<file path="config.mk">
export PLATFORM = sky130hd
export DESIGN_NAME = pin_service_eoi
export DESIGN_NICKNAME = d
export VERILOG_FILES = /design/src/rtl/pinsvc_pkg.sv /design/src/rtl/pinsvc_eoi_match.sv /design/src/rtl/pinsvc_sched.sv /design/src/rtl/pin_service_eoi.sv
export SDC_FILE = /design/constraint.sdc
export NUM_CORES = 1
export LEC_CHECK = 0
export ABC_AREA = 1
export BUFFER_PORTS_ARGS = -buffer_cell sky130_fd_sc_hd__buf_4
export CORE_ASPECT_RATIO = 1.75
export CORE_UTILIZATION = 30
export CTS_CLUSTER_DIAMETER = 200
export DETAILED_ROUTE_END_ITERATION = 7
export SYNTH_ARGS = -nofsm -noshare
export SYNTH_HDL_FRONTEND = slang
export SYNTH_SLANG_ARGS = --single-unit
</file>
<file path="constraint.sdc">
create_clock -name clk -period 2.45 [get_ports clk]
set_clock_uncertainty 0.1 [all_clocks]
set_input_delay 0.49 -clock clk [delete_from_list [all_inputs] [get_ports clk]]
set_output_delay 0.49 -clock clk [all_outputs]
set_load 0.05 [all_outputs]
</file>
<file path="src/rtl/pinsvc_pkg.sv">
package pinsvc_pkg;

  typedef enum logic [1:0] {
    SVC_IDLE = 2'd0,
    SVC_REQ  = 2'd1,
    SVC_WAIT = 2'd2
  } svc_state_e;

  // Effective pin level after polarity inversion.
  function automatic logic eff_level(input logic raw, input logic active_low);
    return raw ^ active_low;
  endfunction

  // Decision taken when a pin's effective level is high.
  function automatic logic needs_service(input logic is_edge,
                                         input logic was_pending,
                                         input logic remote_busy);
    return (is_edge && !was_pending) || !remote_busy;
  endfunction

endpackage

</file>
<file path="src/rtl/pinsvc_eoi_match.sv">
module pinsvc_eoi_match #(
  parameter int N_PINS = 8,
  parameter int VEC_W  = 8
) (
  input  logic                    eoi_valid,
  input  logic [VEC_W-1:0]        eoi_vector,
  input  logic [N_PINS*VEC_W-1:0] cfg_vector,
  output logic [N_PINS-1:0]       hit
);
  for (genvar g = 0; g < N_PINS; g++) begin : g_cmp
    assign hit[g] = eoi_valid && (cfg_vector[g*VEC_W +: VEC_W] == eoi_vector);
  end
endmodule

</file>
<file path="src/rtl/pinsvc_sched.sv">
module pinsvc_sched
  import pinsvc_pkg::*;
#(
  parameter int N_PINS = 8,
  parameter int VEC_W  = 8,
  localparam int PIN_W = $clog2(N_PINS)
) (
  input  logic                    clk,
  input  logic                    rst_n,
  input  logic [N_PINS-1:0]       pend,
  input  logic [N_PINS*VEC_W-1:0] cfg_vector,
  input  logic [N_PINS-1:0]       cfg_mask,
  input  logic [N_PINS-1:0]       cfg_level,
  output logic [N_PINS-1:0]       pick_oh,
  output logic                    done_valid,
  output logic [N_PINS-1:0]       done_oh,
  output logic                    done_ok,
  output logic                    done_lvl,
  output logic                    req_valid,
  input  logic                    req_ready,
  output logic [VEC_W-1:0]        req_vector,
  output logic [PIN_W-1:0]        req_pin,
  input  logic                    res_valid,
  input  logic                    res_ok
);
  svc_state_e        state;
  logic [PIN_W-1:0]  cur_idx;
  logic [VEC_W-1:0]  cur_vec;
  logic              cur_lvl;
  logic [PIN_W-1:0]  pick_idx;
  logic              any_pend;
  logic              go;
  logic              go_masked;

  always_comb begin
    pick_idx = '0;
    for (int i = N_PINS - 1; i >= 0; i--) begin
      if (pend[i]) pick_idx = PIN_W'(i);
    end
  end

  assign any_pend  = |pend;
  assign go        = (state == SVC_IDLE) && any_pend;
  assign go_masked = go && cfg_mask[pick_idx];

  always_comb begin
    pick_oh = '0;
    if (go) pick_oh[pick_idx] = 1'b1;
  end

  always_comb begin
    done_valid = 1'b0;
    done_oh    = '0;
    done_ok    = 1'b0;
    done_lvl   = 1'b0;
    if (go_masked) begin
      done_valid        = 1'b1;
      done_oh[pick_idx] = 1'b1;
      done_lvl          = cfg_level[pick_idx];
    end else if ((state == SVC_WAIT) && res_valid) begin
      done_valid       = 1'b1;
      done_oh[cur_idx] = 1'b1;
      done_ok          = res_ok;
      done_lvl         = cur_lvl;
    end
  end

  always_ff @(posedge clk or negedge rst_n) begin
    if (!rst_n) begin
      state   <= SVC_IDLE;
      cur_idx <= '0;
      cur_vec <= '0;
      cur_lvl <= 1'b0;
    end else begin
      unique case (state)
        SVC_IDLE: if (go && !go_masked) begin
          state   <= SVC_REQ;
          cur_idx <= pick_idx;
          cur_vec <= cfg_vector[pick_idx*VEC_W +: VEC_W];
          cur_lvl <= cfg_level[pick_idx];
        end
        SVC_REQ:  if (req_ready) state <= SVC_WAIT;
        SVC_WAIT: if (res_valid) state <= SVC_IDLE;
        default:  state <= SVC_IDLE;
      endcase
    end
  end

  assign req_valid  = (state == SVC_REQ);
  assign req_vector = cur_vec;
  assign req_pin    = cur_idx;

  // request held stable until accepted
  p_req_hold_r13: assert property (@(posedge clk) disable iff (!rst_n)
    (req_valid && !req_ready) |=> (req_valid && $stable(req_vector) && $stable(req_pin)));

  // at most one pin taken per cycle
  p_single_pick_r10: assert property (@(posedge clk) disable iff (!rst_n)
    $onehot0(pick_oh));

  // the taken pin has no lower-index pending neighbour
  p_lowest_first_r10: assert property (@(posedge clk) disable iff (!rst_n)
    (pick_oh != '0) |-> ((pend & (pick_oh - 1'b1)) == '0));

endmodule

</file>
<file path="src/rtl/pin_service_eoi.sv">
module pin_service_eoi
  import pinsvc_pkg::*;
#(
  parameter int N_PINS = 8,
  parameter int VEC_W  = 8,
  parameter int IDX_W  = 4,
  localparam int PIN_W = $clog2(N_PINS)
) (
  input  logic                    clk,
  input  logic                    rst_n,
  input  logic [N_PINS*VEC_W-1:0] cfg_vector,
  input  logic [N_PINS-1:0]       cfg_mask,
  input  logic [N_PINS-1:0]       cfg_level,
  input  logic [N_PINS-1:0]       cfg_polarity,
  input  logic                    irq_valid,
  input  logic [IDX_W-1:0]        irq_index,
  input  logic                    irq_level,
  input  logic                    eoi_valid,
  input  logic [VEC_W-1:0]        eoi_vector,
  input  logic                    eoi_level,
  output logic                    req_valid,
  input  logic                    req_ready,
  output logic [VEC_W-1:0]        req_vector,
  output logic [PIN_W-1:0]        req_pin,
  input  logic                    res_valid,
  input  logic                    res_ok,
  output logic [N_PINS-1:0]       ack_pins
);
  logic [N_PINS-1:0] pending;
  logic [N_PINS-1:0] remote;
  logic [N_PINS-1:0] svc_pend;
  logic [N_PINS-1:0] pending_nxt;
  logic [N_PINS-1:0] remote_nxt;
  logic [N_PINS-1:0] svc_pend_nxt;

  // Named internal events
  logic              irq_in_range;
  logic [PIN_W-1:0]  irq_pin;
  logic              irq_eff;
  logic [N_PINS-1:0] evt_hit;
  logic [N_PINS-1:0] evt_service;
  logic [N_PINS-1:0] eoi_hit;
  logic [N_PINS-1:0] eoi_release;
  logic [N_PINS-1:0] eoi_service;
  logic [N_PINS-1:0] pick_oh;
  logic              done_valid;
  logic [N_PINS-1:0] done_oh;
  logic              done_ok;
  logic              done_lvl;

  assign irq_in_range = irq_valid && (irq_index < IDX_W'(N_PINS));
  assign irq_pin      = irq_index[PIN_W-1:0];
  assign irq_eff      = eff_level(irq_level, cfg_polarity[irq_pin]);

  pinsvc_eoi_match #(.N_PINS(N_PINS), .VEC_W(VEC_W)) u_match (
    .eoi_valid  (eoi_valid),
    .eoi_vector (eoi_vector),
    .cfg_vector (cfg_vector),
    .hit        (eoi_hit)
  );

  pinsvc_sched #(.N_PINS(N_PINS), .VEC_W(VEC_W)) u_sched (
    .clk        (clk),
    .rst_n      (rst_n),
    .pend       (svc_pend),
    .cfg_vector (cfg_vector),
    .cfg_mask   (cfg_mask),
    .cfg_level  (cfg_level),
    .pick_oh    (pick_oh),
    .done_valid (done_valid),
    .done_oh    (done_oh),
    .done_ok    (done_ok),
    .done_lvl   (done_lvl),
    .req_valid  (req_valid),
    .req_ready  (req_ready),
    .req_vector (req_vector),
    .req_pin    (req_pin),
    .res_valid  (res_valid),
    .res_ok     (res_ok)
  );

  for (genvar g = 0; g < N_PINS; g++) begin : g_pin
    assign evt_hit[g]     = irq_in_range && (irq_pin == PIN_W'(g));
    assign evt_service[g] = evt_hit[g] && irq_eff &&
                            needs_service(!cfg_level[g], pending[g], remote[g]);
    assign eoi_release[g] = eoi_hit[g] && eoi_level;

    always_comb begin
      pending_nxt[g] = pending[g];
      if (done_valid && done_oh[g] && !done_lvl) pending_nxt[g] = 1'b0;
      if (evt_hit[g]) pending_nxt[g] = irq_eff;
    end

    always_comb begin
      remote_nxt[g] = remote[g];
      if (done_valid && done_oh[g] && done_ok && done_lvl) remote_nxt[g] = 1'b1;
      if (eoi_release[g]) remote_nxt[g] = 1'b0;
    end

    // Uses the next request bit so a same-cycle assertion is not lost.
    assign eoi_service[g] = eoi_release[g] && !cfg_mask[g] && pending_nxt[g];
  end

  assign svc_pend_nxt = (svc_pend & ~pick_oh) | evt_service | eoi_service;

  always_ff @(posedge clk or negedge rst_n) begin
    if (!rst_n) begin
      pending  <= '0;
      remote   <= '0;
      svc_pend <= '0;
      ack_pins <= '0;
    end else begin
      pending  <= pending_nxt;
      remote   <= remote_nxt;
      svc_pend <= svc_pend_nxt;
      ack_pins <= eoi_hit;
    end
  end

  // acknowledge follows every EOI with the matching pins
  p_ack_follows_eoi_r8: assert property (@(posedge clk) disable iff (!rst_n)
    eoi_valid |=> (ack_pins == $past(eoi_hit)));

  // a level EOI leaves no matching pin remote-pending
  p_eoi_clears_remote_r7: assert property (@(posedge clk) disable iff (!rst_n)
    (eoi_valid && eoi_level) |=> ((remote & $past(eoi_hit)) == '0));

  // a delivered level pin becomes remote-pending
  p_remote_set_r5: assert property (@(posedge clk) disable iff (!rst_n)
    (done_valid && done_ok && done_lvl && !(eoi_valid && eoi_level)) |=>
      ((remote & $past(done_oh)) != '0));

  // out-of-range events start no service
  p_oob_ignored_r11: assert property (@(posedge clk) disable iff (!rst_n)
    (irq_valid && !irq_in_range && !eoi_valid) |=> ((svc_pend & ~$past(svc_pend)) == '0));

endmodule

</file>
==> results.md <==
* H-tree levels at 2
* Reg-to-reg startpoint: svc_pend[0]
* Gp weighted congestion at 1.03
* Die X at a little over 90 µm
* Syn avg cell area at 6.39 µm²
* Hold slack at approximately 0.09 ns
* Starting Density at 0.310
* Root buffer cell: clkbuf_16
* DRC viols at 0
* Leakage at roughly 3.0 nW
* CP arrival at 2.35 ns
* Slew headroom at 0.588
* Vias at ~5.2k
* FMAX at 0.444 GHz
* Net switching power at 3.91 mW
* Num Clock Sinks at 46
* Gate power share at 0.706
* Final #Nets at 918
* Register-to-Register Path Depth at 18
* Pint at 3.51 mW
* Post-CTS Setup Bufs at 0
* Worst Setup SP: svc_pend[0]
* Share of layout cells above drive strength 1 at 0.251
* Setup TNS at 0 ns
* Synth warnings at 0
* Post-Syn Area at 0.00416 mm²
* PD cells at 1300 mW/mm²
* GRT overflow at 0
* Reg clk slew, reported paths at ~0.07 ns
* CP max FO at 10
* Status: finished clean
* HP Class: in2async
* Synth cell types at 44
* Crit end category: flop
* Vias per inst at 5.25
* Area occupied by multi-input gates at about 0.0025 mm²
* EDFF count, synth at 0
* Final setup violating endpoints at 0
* Max-cap violation count at 0
* TritonCTS clock tree: done
* Core ar. at between 0.01 and 0.015 mm²
* Seq pwr share at 0.174
* Synthesized Nets at 761
* Worst vdd ir at 0.472 mV
* FF+latch count, synth at 46
* Seq/Total Area, Yosys at 0.276
* Cts bufs inserted at 5
* Reg2reg setup slack at 0.20 ns
* I/O pins at about 130
* Commonest register cell after synthesis: dfrtp_1
* RSZ-0062 raised after global routing: false
* Synth Instances at 652
* Period utilization at 0.920
* Vias in the first global route at 5170
* Crit path kind: reg2reg
* # diodes at 0
* Buffers on Ports at 128
* Final hold violations at 0
* Wire length of the first global-routing pass at around 28000 µm
* FILL cells at 1472
* Std-Cell Rows at 56
* Register area at 0.00115 mm²
* Worst Max-Slew Pin Slew at 0.603 ns
* Post-DP HPWL at between 15000 and 20000 µm
* Slew Limit Fails at 0
* Skew-Pair Late Insertion Delay at just under 0.3 ns
* WL/cell at 18.7 µm
* Critical Path Start Type: flop
* Largest net degree at the start of global routing at 47
* DR iter-0 viols at 284
* GRT Total Usage at 0.259
* Final wirelength at 18400 µm
* Reg-to-Reg End: svc_pend[2]
* Async set or reset register ratio after synthesis at 1.00
* Drt pass-1 iters at 5
* Die Ht at 158 µm
* ANT nets after route at 0
* Initial antenna violation count at 0
* Max Root-Sink Buffers at 2
* Post-layout minimum cycle time at 2.25 ns
* WP data required at 2.54 ns
* Clock share of power at 0.120
* Die ar. at 0.0144 mm²
* Area grow syn2layout at 37.5%
* Sw Share at 0.527
* Worst setup path endpoint: svc_pend[2]
critical path: stages (launching register included):
cell and delay, ns:
dfrtp_1 0.47, nor2_2 0.14, nand2_2 0.11, inv_2 0.06
nand2_1 0.09, nand2_2 0.11, inv_2 0.06, nand4_1 0.13
nand2_4 0.08, nor2_8 0.16, nand2_4 0.07, nor2_2 0.09
nand2_2 0.07, nand2_4 0.11, nand2_1 0.08, nand2_1 0.06
nand2_1 0.06, nand2_1 0.06, nand2_1 0.04
cell usage after synthesis, types with 5 or more instances:
master | count | share of area
a221oi_1 | 11 | 0.023
o21a_1 | 7 | 0.013
inv_1 | 101 | 0.091
nand4_1 | 22 | 0.033
nor3_1 | 16 | 0.019
o22ai_1 | 12 | 0.018
o21ai_1 | 7 | 0.0084
a21oi_1 | 21 | 0.025
nand2_2 | 7 | 0.011
a31oi_1 | 6 | 0.0090
xor2_1 | 11 | 0.023
xnor2_1 | 11 | 0.023
nor4_1 | 16 | 0.024
dfrtp_1 | 46 | 0.28
nor2_2 | 5 | 0.0075
o21ai_0 | 27 | 0.032
buf_2 | 7 | 0.0084
inv_2 | 5 | 0.0045
nand2_1 | 134 | 0.12
nand2_4 | 6 | 0.016
nor2_1 | 102 | 0.092
nand3_1 | 32 | 0.038
power by group through the flow:
stage	clock network (mW)	registers, mW	logic, mW
global route	0.936	1.33	5.63
floorplan	0	1.53	2.91
global placement	0	1.31	5.22
CTS	0.901	1.29	5.22
finish	0.888	1.29	5.24
detailed placement	0	1.30	5.20
state kept, by name, indices dropped and copies added, names as in the netlist:
signal / count
ack_pins: 8
remote: 8
u_sched.req_vector: 8
u_sched.cur_lvl: 1
u_sched.req_pin: 3
svc_pend: 8
pending: 8
u_sched.state: 2
through the flow:
stage / power, mW / cells / cell area [µm²] / worst slack (ns) / utilization
2_1_floorplan: 4.44 / 652 / 4160 / 0.466 / -
3_3_place_gp: 6.53 / 976 / 5530 / 0.177 / 0.411
3_5_place_dp: 6.51 / 976 / 5530 / 0.174 / 0.411
4_1_cts: 7.41 / 984 / 5720 / 0.181 / 0.425
5_1_grt: 7.90 / 984 / 5730 / 0.00500 / 0.426
6_report: 7.42 / 984 / 5730 / 0.195 / 0.426
logic make-up (layout without fill, tap and decap cells):
group	count (synthesis)	count (layout)	share of synthesized area
xor+xnor	22	22	0.0463
compound gates	107	107	0.161
flops	46	46	0.276
simple gates	357	357	0.403
buf+inv	120	278	0.113
area by class of cell:
class / count / share of cell area
Clock buffer: 5 / 0.0219
Timing Repair Buffer: 161 / 0.211
Tap cell: 174 / 0.0380
Inverter: 109 / 0.0715
Multi-Input combinational cell: 486 / 0.444
Clock inverter: 3 / 0.0120
Sequential cell: 46 / 0.201
layer usage:
metal	vias up	routed length [µm]	global-route usage
met1	2394	6220	0.246
met4	0	1470	0.203
met5	-	0	0
li1	2478	-	-
met2	220	9920	0.500
met3	71	800	0.0283
what timing repair did:
item / in CTS / in global routing
hold buffers: 0 / 0
endpoints found under the setup margin: 0 / 6
gates resized for setup: 0 / 1
worst min path at each step:
| stage | end | cells past startpoint | slack [ns] |
|---|---|---|---|
| after floorplan | ack_pins[0] | 0 | 0.09 |
| after global placement | u_sched.req_vector[4] | 2 | 0.38 |
| after detailed placement | u_sched.req_vector[4] | 2 | 0.37 |
| after CTS | u_sched.req_vector[1] | 1 | 0.13 |
| after global routing | u_sched.req_vector[3] | 1 | 0.15 |
| final | u_sched.req_vector[3] | 1 | 0.09 |
cells in the final DEF (no fill, tap or decap), types with 3 or more instances in the layout:
cell,netlist,routed
buf_4,1,161
nand2_1,134,134
inv_1,101,101
nor2_1,102,101
dfrtp_1,46,46
nand3_1,32,32
o21ai_0,27,27
nand4_1,22,22
a21oi_1,21,21
nor4_1,16,16
nor3_1,16,16
o22ai_1,12,12
xnor2_1,11,11
xor2_1,11,11
a221oi_1,11,11
nand2_2,7,7
o21ai_1,7,7
o21a_1,7,7
nor2_2,5,6
nand2_4,6,6
a31oi_1,6,6
inv_2,5,5
clkbuf_16,0,5
clkinv_1,3,3
nor3b_1,3,3
a2111oi_0,3,3
o2111ai_1,3,3
a211oi_1,3,3
No activity file was read; power rests on OpenSTA's default activity.
